File: src/rtl/trig_arb_pkg.sv
package trig_arb_pkg;
  localparam int ADDR_CTRL     = 0;
  localparam int ADDR_TYPE0    = 1;
  localparam int ADDR_CNT_BASE = 32;
endpackage

File: src/rtl/trig_qualify.sv
module trig_qualify #(
  parameter int N_CH = 16
) (
  input  logic            clk_i,
  input  logic            rst_ni,
  input  logic [N_CH-1:0] chan_i,
  input  logic [N_CH-1:0] en_i,
  input  logic [N_CH-1:0] edge_sel_i,
  output logic [N_CH-1:0] samp_o,
  output logic [N_CH-1:0] rise_o,
  output logic [N_CH-1:0] fire_o
);
  logic [N_CH-1:0] chan_q, chan_prev_q;

  always_ff @(posedge clk_i or negedge rst_ni) begin
    if (!rst_ni) begin
      chan_q      <= '0;
      chan_prev_q <= '0;
    end else begin
      chan_q      <= chan_i;
      chan_prev_q <= chan_q;
    end
  end

  assign samp_o = chan_q;
  assign rise_o = chan_q & ~chan_prev_q;

  for (genvar i = 0; i < N_CH; i++) begin : g_ch
    assign fire_o[i] = en_i[i] & (edge_sel_i[i] ? rise_o[i] : chan_q[i]);

    // edge mode never fires two cycles running
    a_r4_edge_once : assert property (@(posedge clk_i) disable iff (!rst_ni)
      (fire_o[i] && edge_sel_i[i]) |=> !(fire_o[i] && edge_sel_i[i]));
  end
endmodule

File: src/rtl/trig_stat_cnt.sv
module trig_stat_cnt #(
  parameter int N_CH  = 16,
  parameter int CNT_W = 32
) (
  input  logic                       clk_i,
  input  logic                       rst_ni,
  input  logic [N_CH-1:0]            samp_i,
  input  logic [N_CH-1:0]            rise_i,
  output logic [N_CH-1:0][CNT_W-1:0] lvl_cnt_o,
  output logic [N_CH-1:0][CNT_W-1:0] edg_cnt_o
);
  for (genvar i = 0; i < N_CH; i++) begin : g_cnt
    always_ff @(posedge clk_i or negedge rst_ni) begin
      if (!rst_ni) begin
        lvl_cnt_o[i] <= '0;
        edg_cnt_o[i] <= '0;
      end else begin
        if (samp_i[i]) lvl_cnt_o[i] <= lvl_cnt_o[i] + 1'b1;
        if (rise_i[i]) edg_cnt_o[i] <= edg_cnt_o[i] + 1'b1;
      end
    end

    a_r10_edge_with_level : assert property (@(posedge clk_i) disable iff (!rst_ni)
      (edg_cnt_o[i] != $past(edg_cnt_o[i])) |-> (lvl_cnt_o[i] != $past(lvl_cnt_o[i])));
  end
endmodule

File: src/rtl/trig_prio_enc.sv
module trig_prio_enc #(
  parameter int N_CH   = 16,
  parameter int TYPE_W = 4
) (
  input  logic [N_CH-1:0]        fire_i,
  input  logic [N_CH*TYPE_W-1:0] type_flat_i,
  output logic                   hit_o,
  output logic [TYPE_W-1:0]      type_o
);
  localparam int IDX_W = $clog2(N_CH);

  logic [IDX_W-1:0] win;

  always_comb begin
    win = '0;
    for (int i = N_CH - 1; i >= 0; i--) begin
      if (fire_i[i]) win = IDX_W'(i);
    end
    hit_o  = |fire_i;
    type_o = type_flat_i[win*TYPE_W +: TYPE_W];
  end
endmodule

File: src/rtl/trig_chan_arbiter.sv
module trig_chan_arbiter
  import trig_arb_pkg::*;
#(
  parameter int N_CH   = 16,
  parameter int TYPE_W = 4,
  parameter int CNT_W  = 32,
  parameter int DATA_W = 32,
  parameter int ADDR_W = 6
) (
  input  logic              clk_i,
  input  logic              rst_ni,
  input  logic [N_CH-1:0]   chan_i,
  input  logic              busy_i,
  input  logic              reg_we_i,
  input  logic [ADDR_W-1:0] reg_addr_i,
  input  logic [DATA_W-1:0] reg_wdata_i,
  output logic [DATA_W-1:0] reg_rdata_o,
  output logic              trig_req_o,
  output logic [TYPE_W-1:0] trig_type_o
);
  localparam int CTRL_W   = 2 * N_CH;
  localparam int TBL_W    = N_CH * TYPE_W;
  localparam int N_TWORDS = TBL_W / DATA_W;

  logic [CTRL_W-1:0]             ctrl_q;
  logic [TBL_W-1:0]              type_q;
  logic [N_CH-1:0]               en, edge_sel, samp, rise, fire;
  logic [N_CH-1:0][CNT_W-1:0]    lvl_cnt, edg_cnt;
  logic                          hit;
  logic [TYPE_W-1:0]             win_type;

  assign en       = ctrl_q[N_CH-1:0];
  assign edge_sel = ctrl_q[CTRL_W-1:N_CH];

  always_ff @(posedge clk_i or negedge rst_ni) begin
    if (!rst_ni) begin
      ctrl_q <= '0;
      type_q <= '0;
    end else if (reg_we_i) begin
      if (reg_addr_i == ADDR_W'(ADDR_CTRL)) ctrl_q <= reg_wdata_i[CTRL_W-1:0];
      for (int w = 0; w < N_TWORDS; w++) begin
        if (reg_addr_i == ADDR_W'(ADDR_TYPE0 + w)) type_q[w*DATA_W +: DATA_W] <= reg_wdata_i;
      end
    end
  end

  trig_qualify #(.N_CH(N_CH)) u_qual (
    .clk_i      (clk_i),
    .rst_ni     (rst_ni),
    .chan_i     (chan_i),
    .en_i       (en),
    .edge_sel_i (edge_sel),
    .samp_o     (samp),
    .rise_o     (rise),
    .fire_o     (fire)
  );

  trig_stat_cnt #(.N_CH(N_CH), .CNT_W(CNT_W)) u_cnt (
    .clk_i     (clk_i),
    .rst_ni    (rst_ni),
    .samp_i    (samp),
    .rise_i    (rise),
    .lvl_cnt_o (lvl_cnt),
    .edg_cnt_o (edg_cnt)
  );

  trig_prio_enc #(.N_CH(N_CH), .TYPE_W(TYPE_W)) u_prio (
    .fire_i      (fire),
    .type_flat_i (type_q),
    .hit_o       (hit),
    .type_o      (win_type)
  );

  always_ff @(posedge clk_i or negedge rst_ni) begin
    if (!rst_ni) begin
      trig_req_o  <= 1'b0;
      trig_type_o <= '0;
    end else begin
      trig_req_o  <= hit & ~busy_i;
      trig_type_o <= (hit & ~busy_i) ? win_type : '0;
    end
  end

  always_comb begin
    reg_rdata_o = '0;
    if (reg_addr_i == ADDR_W'(ADDR_CTRL)) reg_rdata_o = DATA_W'(ctrl_q);
    for (int w = 0; w < N_TWORDS; w++) begin
      if (reg_addr_i == ADDR_W'(ADDR_TYPE0 + w)) reg_rdata_o = type_q[w*DATA_W +: DATA_W];
    end
    for (int c = 0; c < N_CH; c++) begin
      if (reg_addr_i == ADDR_W'(ADDR_CNT_BASE + 2*c))     reg_rdata_o = DATA_W'(lvl_cnt[c]);
      if (reg_addr_i == ADDR_W'(ADDR_CNT_BASE + 2*c + 1)) reg_rdata_o = DATA_W'(edg_cnt[c]);
    end
  end

  a_r2_no_enable_no_req : assert property (@(posedge clk_i) disable iff (!rst_ni)
    trig_req_o |-> ($past(en) != '0));

  a_r8_busy_blocks : assert property (@(posedge clk_i) disable iff (!rst_ni)
    $past(busy_i) |-> !trig_req_o);

  a_r7_idle_type_zero : assert property (@(posedge clk_i) disable iff (!rst_ni)
    $fell(trig_req_o) |-> (trig_type_o == '0));
endmodule

File: config.mk
export PLATFORM = sky130hd
export DESIGN_NAME = trig_chan_arbiter
export DESIGN_NICKNAME = d
export VERILOG_FILES = /design/src/rtl/trig_arb_pkg.sv /design/src/rtl/trig_qualify.sv /design/src/rtl/trig_stat_cnt.sv /design/src/rtl/trig_prio_enc.sv /design/src/rtl/trig_chan_arbiter.sv
export SDC_FILE = /design/constraint.sdc
export NUM_CORES = 2
export LEC_CHECK = 0
export ABC_AREA = 1
export BUFFER_PORTS_ARGS = -buffer_cell sky130_fd_sc_hd__buf_4
export CORE_ASPECT_RATIO = 1.25
export CORE_MARGIN = 2
export CORE_UTILIZATION = 29
export DETAILED_ROUTE_END_ITERATION = 16
export GPL_TIMING_DRIVEN = 0
export PLACE_DENSITY = 0.5
export REMOVE_ABC_BUFFERS = 1
export SYNTH_ARGS = -nofsm -noshare
export SYNTH_HDL_FRONTEND = slang
export SYNTH_SLANG_ARGS = --single-unit
File: constraint.sdc
create_clock -name clk_i -period 3.2 [get_ports clk_i]
set_input_delay 0 -clock clk_i [delete_from_list [all_inputs] [get_ports clk_i]]
set_output_delay 0 -clock clk_i [all_outputs]
set_load 0.01 [all_outputs]
Yosys cells after proc, flatten, opt, wreduce, memory -nomap -nowiden. Cells that the tools add are included.

Memories kept: 0. Bits in read-only memories: 0. Input port bits: 58. Logic and storage cells: 199. Flip-flop bits (word level): 1157. Latch bits: 0. Bits in writable memories: 0.

$add $sub $neg: 32. Magnitude comparators: 0. Div/mod/pow operators: 0. Bitwise logic cells: 20. Eq/ne operators: 34. Reductions and logical operators: 5. Multiply operators: 0. Mux-type cells: 68. Shift operators: 1.

Operators with widths (count): $mux W32 (35); $add A32 B1 Y32 const B (32); $eq A6 B6 Y1 const B (32); $mux W4 (17); $shiftx A64 B7 Y4 (1); $and A1 B1 Y1 (17); $and A16 B16 Y16 (1); $mux W1 (16); $not A16 Y16 (1); $reduce_or A16 Y1 (1); $eq A6 B1 Y1 const B (1); $eq A6 B2 Y1 const B (1); $logic_not A6 Y1 (1); $reduce_and A2 Y1 (3); $not A1 Y1 (1).

Longest topological paths before layout.
Depth in word-level cells: 36. Gate-level depth with buffers: 25. Depth with buffers taken out: 25.

Hierarchy. Synthesis repeated with hierarchy kept, for this count alone.

Cells, all modules: 9757. Area total of the unflattened synthesis: 70069.7 um2.

Modules (own cells, without submodules): trig_stat_cnt (instances 1, cells each 6825, area each 54554.8 um2, sequential area each 25624.6 um2); trig_chan_arbiter (instances 1, cells each 2566, area each 13255.2 um2, sequential area each 2527.4 um2); trig_qualify (instances 1, cells each 128, area each 1161.1 um2, sequential area each 800.8 um2); trig_prio_enc (instances 1, cells each 238, area each 1098.6 um2, sequential area each 0.0 um2).

Worst setup path before layout. OpenSTA, ideal clock, no wires.

Path type: reg-to-reg. From: register u_cnt.lvl_cnt_o[352] (netlist bit). To: register u_cnt.lvl_cnt_o[382] (netlist bit). Cell stages (with the launch flop): 19. Arrival time: 2.533 ns. Setup slack: 0.544 ns. Path buffers: 0. Cell sequence: dfrtp_1 ha_1 inv_1 nor3_1 inv_2 nor2_2 and3_1 nand3_1 nor2_2 inv_2 nor2_2 inv_2 nor3_2 nand4_1 nor2_2 nand3_1 nor2_1 nand4_1 xnor2_1.

Longest elaborated chain between the ends: 1.

Ends and longest elaborated chain: from (decl) (line trig_stat_cnt.sv:9) `output logic [N_CH-1:0][CNT_W-1:0] lvl_cnt_o,`; from (signal, indexed assignment) (line trig_stat_cnt.sv:18) `if (samp_i[i]) lvl_cnt_o[i] <= lvl_cnt_o[i] + 1'b1;`; $add A32 B1 Y32 (line trig_stat_cnt.sv:18).

No other way between the ends. A chain may end at the register's enable or synchronous reset.

Final worst setup path.
From: register ctrl_q[31]. To: output reg_rdata_o[31].

Longest elaborated chain between the ends: 35.

Ends and longest elaborated chain: from (decl) (line trig_chan_arbiter.sv:25) `logic [CTRL_W-1:0] ctrl_q;`; from (signal assigned) (line trig_chan_arbiter.sv:40) `if (reg_addr_i == ADDR_W'(ADDR_CTRL)) ctrl_q <= reg_wdata_i[CTRL_W-1:0];`; $mux W32 (line trig_chan_arbiter.sv:86) `if (reg_addr_i == ADDR_W'(ADDR_CTRL)) reg_rdata_o = DATA_W'(ctrl_q);`; $mux W32 (2 in series) (line trig_chan_arbiter.sv:88) `if (reg_addr_i == ADDR_W'(ADDR_TYPE0 + w)) reg_rdata_o = type_q[w*DATA_W +: DATA_W];`; $mux W32 (line trig_chan_arbiter.sv:91) `if (reg_addr_i == ADDR_W'(ADDR_CNT_BASE + 2*c)) reg_rdata_o = DATA_W'(lvl_cnt[c]);`; $mux W32 (line trig_chan_arbiter.sv:92) `if (reg_addr_i == ADDR_W'(ADDR_CNT_BASE + 2*c + 1)) reg_rdata_o = DATA_W'(edg_cnt[c]);`; $mux W32 (line trig_chan_arbiter.sv:91); $mux W32 (line trig_chan_arbiter.sv:92); $mux W32 (line trig_chan_arbiter.sv:91); $mux W32 (line trig_chan_arbiter.sv:92); [18 not listed]; $mux W32 (line trig_chan_arbiter.sv:91); $mux W32 (line trig_chan_arbiter.sv:92); $mux W32 (line trig_chan_arbiter.sv:91); $mux W32 (line trig_chan_arbiter.sv:92); $mux W32 (line trig_chan_arbiter.sv:91); $mux W32 (line trig_chan_arbiter.sv:92); $mux W32 (line trig_chan_arbiter.sv:91); $mux W32 (line trig_chan_arbiter.sv:92); to (decl) (line trig_chan_arbiter.sv:17) `output logic [DATA_W-1:0] reg_rdata_o,`.

No other way between the ends.

==> flow_metrics.env <==
export IMPL_status="finished, violations left"
export IMPL_synth_top_cells_by_count="sky130_fd_sc_hd__nand2_1 (1774), sky130_fd_sc_hd__dfrtp_1 (1157), sky130_fd_sc_hd__inv_1 (868)"
export IMPL_final_setup_skew_ns=0.0264
export IMPL_drt_pass1_iterations=5
export IMPL_synth_edf_count=0
export IMPL_synth_flop_cell="sky130_fd_sc_hd__dfrtp_1"
export IMPL_synthToLayoutAreaGrowth_pct=22.7
export IMPL_timing_final_setup_violations=33
export IMPL_wl_per_cell_um=17.0
export IMPL_layout_setup_ws_ns=-1.32
export IMPL_starting_density=0.291
export IMPL_place_detailed_hpwl_mm=127
export IMPL_slew_of_the_pin_with_the_lowest_slew_margin_ns=1.16
export IMPL_synthDistinctLibCells=66
export IMPL_max_clock_path_buffers=3
export IMPL_timing_worst_setup_path_type="reg -> out"
export IMPL_full_die_area_mm2=0.212
export IMPL_area_share_of_the_largest_cell_type_after_synthesis=0.479
export IMPL_grt_util_all_layers=0.166
export IMPL_core_area_mm2=0.208
export IMPL_power_leakage_nw=34.6
export IMPL_vias=48900
export IMPL_hold_violations=0
export IMPL_timing_critical_path_fanout_max=2
export IMPL_hp_class="in -> reg"
export IMPL_tot_pwr_w=0.0379
export IMPL_power_per_cell_area_mw_per_mm2=511
export IMPL_timing_critical_path_arrival_ns=4.52
export IMPL_time_the_worst_path_needs_with_i_o_delays_and_setup_ns=4.52
export IMPL_share_of_final_layout_standard_cells_stronger_than_drive_strength_1=0.173
export IMPL_failed_checks="negative setup slack"
export IMPL_synth_area_leader_cell="sky130_fd_sc_hd__dfrtp_1"
export IMPL_numPortBuffers=94
export IMPL_route_detailed_drc=0
export IMPL_synth_top_cells_by_area="sky130_fd_sc_hd__dfrtp_1 (48%), sky130_fd_sc_hd__nand2_1 (11%), sky130_fd_sc_hd__xor2_1 (9.8%), sky130_fd_sc_hd__inv_1 (5.4%), sky130_fd_sc_hd__nor2_1 (4.1%)"
export IMPL_highest_signal_layer="met5"
export IMPL_postRouteAntennaNets=0
export IMPL_clock_insertion_delay_at_the_later_pin_of_the_skew_report_ns=0.79
export IMPL_via_count_of_the_first_global_routing_pass=49400
export IMPL_chipHeight_um=515
export IMPL_syn_inst=7256
export IMPL_max_slew_headroom_at_the_worst_pin=0.226
export IMPL_drt_initial_drc_count=2785
export IMPL_grt_max_degree=168
export IMPL_finalSetupTns_ns=-24.70
export IMPL_num_rows=187
export IMPL_critical_path_endpoint_type="primary output"
export IMPL_clock_sinks=1157
export IMPL_met3_length_mm=6.25
export IMPL_maxSlewViolCount=0
export IMPL_wl_met1_mm=79.9
export IMPL_avgViaCountPerCell=4.67
export IMPL_synth_avg_cell_area_um2=8.34
export IMPL_wire_length_of_the_first_global_routing_pass_mm=278
export IMPL_fin_nets=7720
export IMPL_synth_most_common_cell="sky130_fd_sc_hd__nand2_1"
export IMPL_synth_cell_area_mm2=0.0605
export IMPL_required_ns=3.20
export IMPL_yosys_warnings=0
export IMPL_clock_fmax_ghz=0.221
export IMPL_place_gp_congestion=0.830
export IMPL_grt_overflow_total=0
export IMPL_grt_setup_unrepaired="true"
export IMPL_cts_tree="yes"
export IMPL_met2RoutedLength_mm=86.5
export IMPL_setup_worst_path_start_class="register"
export IMPL_synth_seq_cells=1157
export IMPL_async_flop_share=1.00
export IMPL_cts_reportedPaths_clkPinSlew_ns=0.06
export IMPL_detailedPlace_worstSlack_ns=-2.12
export IMPL_vdd_ir_drop_worst_uv=624
export IMPL_root_buffer_cell="sky130_fd_sc_hd__clkbuf_16"
export IMPL_numCtsBuffers=135
export IMPL_cts_htree_levels=4
export IMPL_synth_yosys_seq_area_share=0.479
export IMPL_grt_antenna_before_repair=7
export IMPL_i_o_pin_count=95
export IMPL_routed_wirelength_mm=178
export IMPL_maxCapViolCount=0
export IMPL_die_w_um=412
export IMPL_final_period_utilization=1.41
through the flow:
stage,std cells,util,area (µm²),hold WS (ns)
floorplan,7111,-,59900,-0.296
detailed placement,9977,0.312,64900,-0.105
global route,10500,0.358,74200,0.0796
finish,10500,0.358,74200,0.0575
global placement,9945,0.309,64000,0.110
CTS,10300,0.347,72000,0.00742
registers in the layout, indices dropped and copies added (netlist names):
signal              cells
ctrl_q                 32
trig_req_o              1
trig_type_o             4
type_q                 64
u_cnt.edg_cnt_o       512
u_cnt.lvl_cnt_o       512
u_qual.chan_prev_q     16
u_qual.samp_o          16
routing by layer:
layer / track usage / up-vias
met4: 0.0540 / 4
li1: - / 23900
met2: 0.281 / 756
met5: 0 / -
met1: 0.216 / 24000
met3: 0.0222 / 279
power breakdown:
group / switching (W) / total, W / internal (W)
registers: 0.00148 / 0.0175 / 0.0160
logic: 0.00285 / 0.00466 / 0.00181
clock network: 0.00651 / 0.0158 / 0.00932
total: 0.0108 / 0.0379 / 0.0271
cells in the final DEF (no fill, tap or decap), drive strengths merged, types with 2 or more instances in the layout:
| cell | n |
|---|---|
| diode | 3 |
| buf | 300 |
| o32a | 2 |
| dfrtp | 1157 |
| nand3b | 11 |
| ha | 32 |
| inv | 936 |
| o31ai | 2 |
| and2 | 2 |
| nor2 | 720 |
| or4 | 8 |
| xor2 | 678 |
| nor3 | 234 |
| mux2 | 6 |
| and3 | 9 |
| nor4 | 94 |
| a21oi | 173 |
| clkinvlp | 6 |
| o211ai | 6 |
| a21boi | 2 |
| a31oi | 7 |
| dlygate4sd3 | 72 |
| xnor2 | 202 |
| clkbuf | 206 |
| or3 | 8 |
| nor3b | 13 |
| o21a | 7 |
| nand2 | 1788 |
| a22oi | 5 |
| a311oi | 6 |
| a41oi | 2 |
| bufinv | 6 |
| clkinv | 21 |
| o21ai | 169 |
| o22a | 3 |
| nand4 | 362 |
| nand3 | 427 |
| or2 | 42 |
final cells by class:
type                            count  area, µm²
Antenna cell                        3       7.51
Timing Repair Buffer              373       3480
Multi-Input combinational cell   5026      30300
Inverter                          935       3540
Sequential cell                  1157      29000
Clock inverter                     32        372
Tap cell                         2740       3430
Timing Repair inverter              2       12.5
Fill cell                       21400     133000
Clock buffer                      205       4100
worst max-delay path, stage by stage, from the launching register on:
cell and delay, ns:
sky130_fd_sc_hd__dfrtp_1 0.39, sky130_fd_sc_hd__nand4_1 0.10, sky130_fd_sc_hd__nand2_2 0.07, sky130_fd_sc_hd__nor2_4 0.11
sky130_fd_sc_hd__nand4_1 0.19, sky130_fd_sc_hd__nand2_1 0.15, sky130_fd_sc_hd__nand4_1 0.23, sky130_fd_sc_hd__nor2_4 0.20
sky130_fd_sc_hd__nand3_2 0.13, sky130_fd_sc_hd__nand2_2 0.10, sky130_fd_sc_hd__nand4_1 0.24, sky130_fd_sc_hd__nor2_2 0.24
sky130_fd_sc_hd__nand4_1 0.26, sky130_fd_sc_hd__nor2_2 0.18, sky130_fd_sc_hd__nand4_1 0.15, sky130_fd_sc_hd__nor2_2 0.17
sky130_fd_sc_hd__nand4_1 0.18, sky130_fd_sc_hd__nor2_2 0.16, sky130_fd_sc_hd__nand4_1 0.13, sky130_fd_sc_hd__nand2_1 0.12
sky130_fd_sc_hd__nand2_1 0.06, sky130_fd_sc_hd__buf_4 0.14
cells by family (layout without fill, tap and decap cells):
kind of cell,Yosys count,count (layout),synth area share
AO/OA/AOI/OAI,389,389,0.0344
XOR/XNOR,880,880,0.127
adder cells (fa/ha/maj),32,32,0.00662
buffers and inverters,1080,1547,0.0678
flip-flops,1157,1157,0.479
multiplexers,6,6,0.00112
other,0,3,0
AND/OR/NAND/NOR,3712,3719,0.284
repair_timing:
item / in CTS / in global routing
cloned: 6 / 4
hold endpoints to repair: 454 / 0
resized for setup: 412 / 274
pin swaps: 289 / 348
hold buffers: 73 / 0
setup endpoints to repair: 167 / 180
buffers inserted: 53 / 120
path summary, 6_finish.rpt:
check | startpoint | endpoint | slack, ns | depth (start not counted)
worst max-delay path | ctrl_q[31] | reg_rdata_o[31] | -1.32 | 21
worst min-delay path | reg_wdata_i[21] | ctrl_q[21] | 0.06 | 4
worst max register to register | u_qual.samp_o[10] | u_cnt.edg_cnt_o[349] | -0.01 | 17
worst min register to register | u_qual.samp_o[14] | u_qual.chan_prev_q[14] | 0.46 | 0
max in group asynchronous | rst_ni | u_cnt.lvl_cnt_o[280] | 0.62 | 7
min in group asynchronous | rst_ni | type_q[36] | 0.40 | 4
Note: power is estimated with default switching activity, not from simulation.
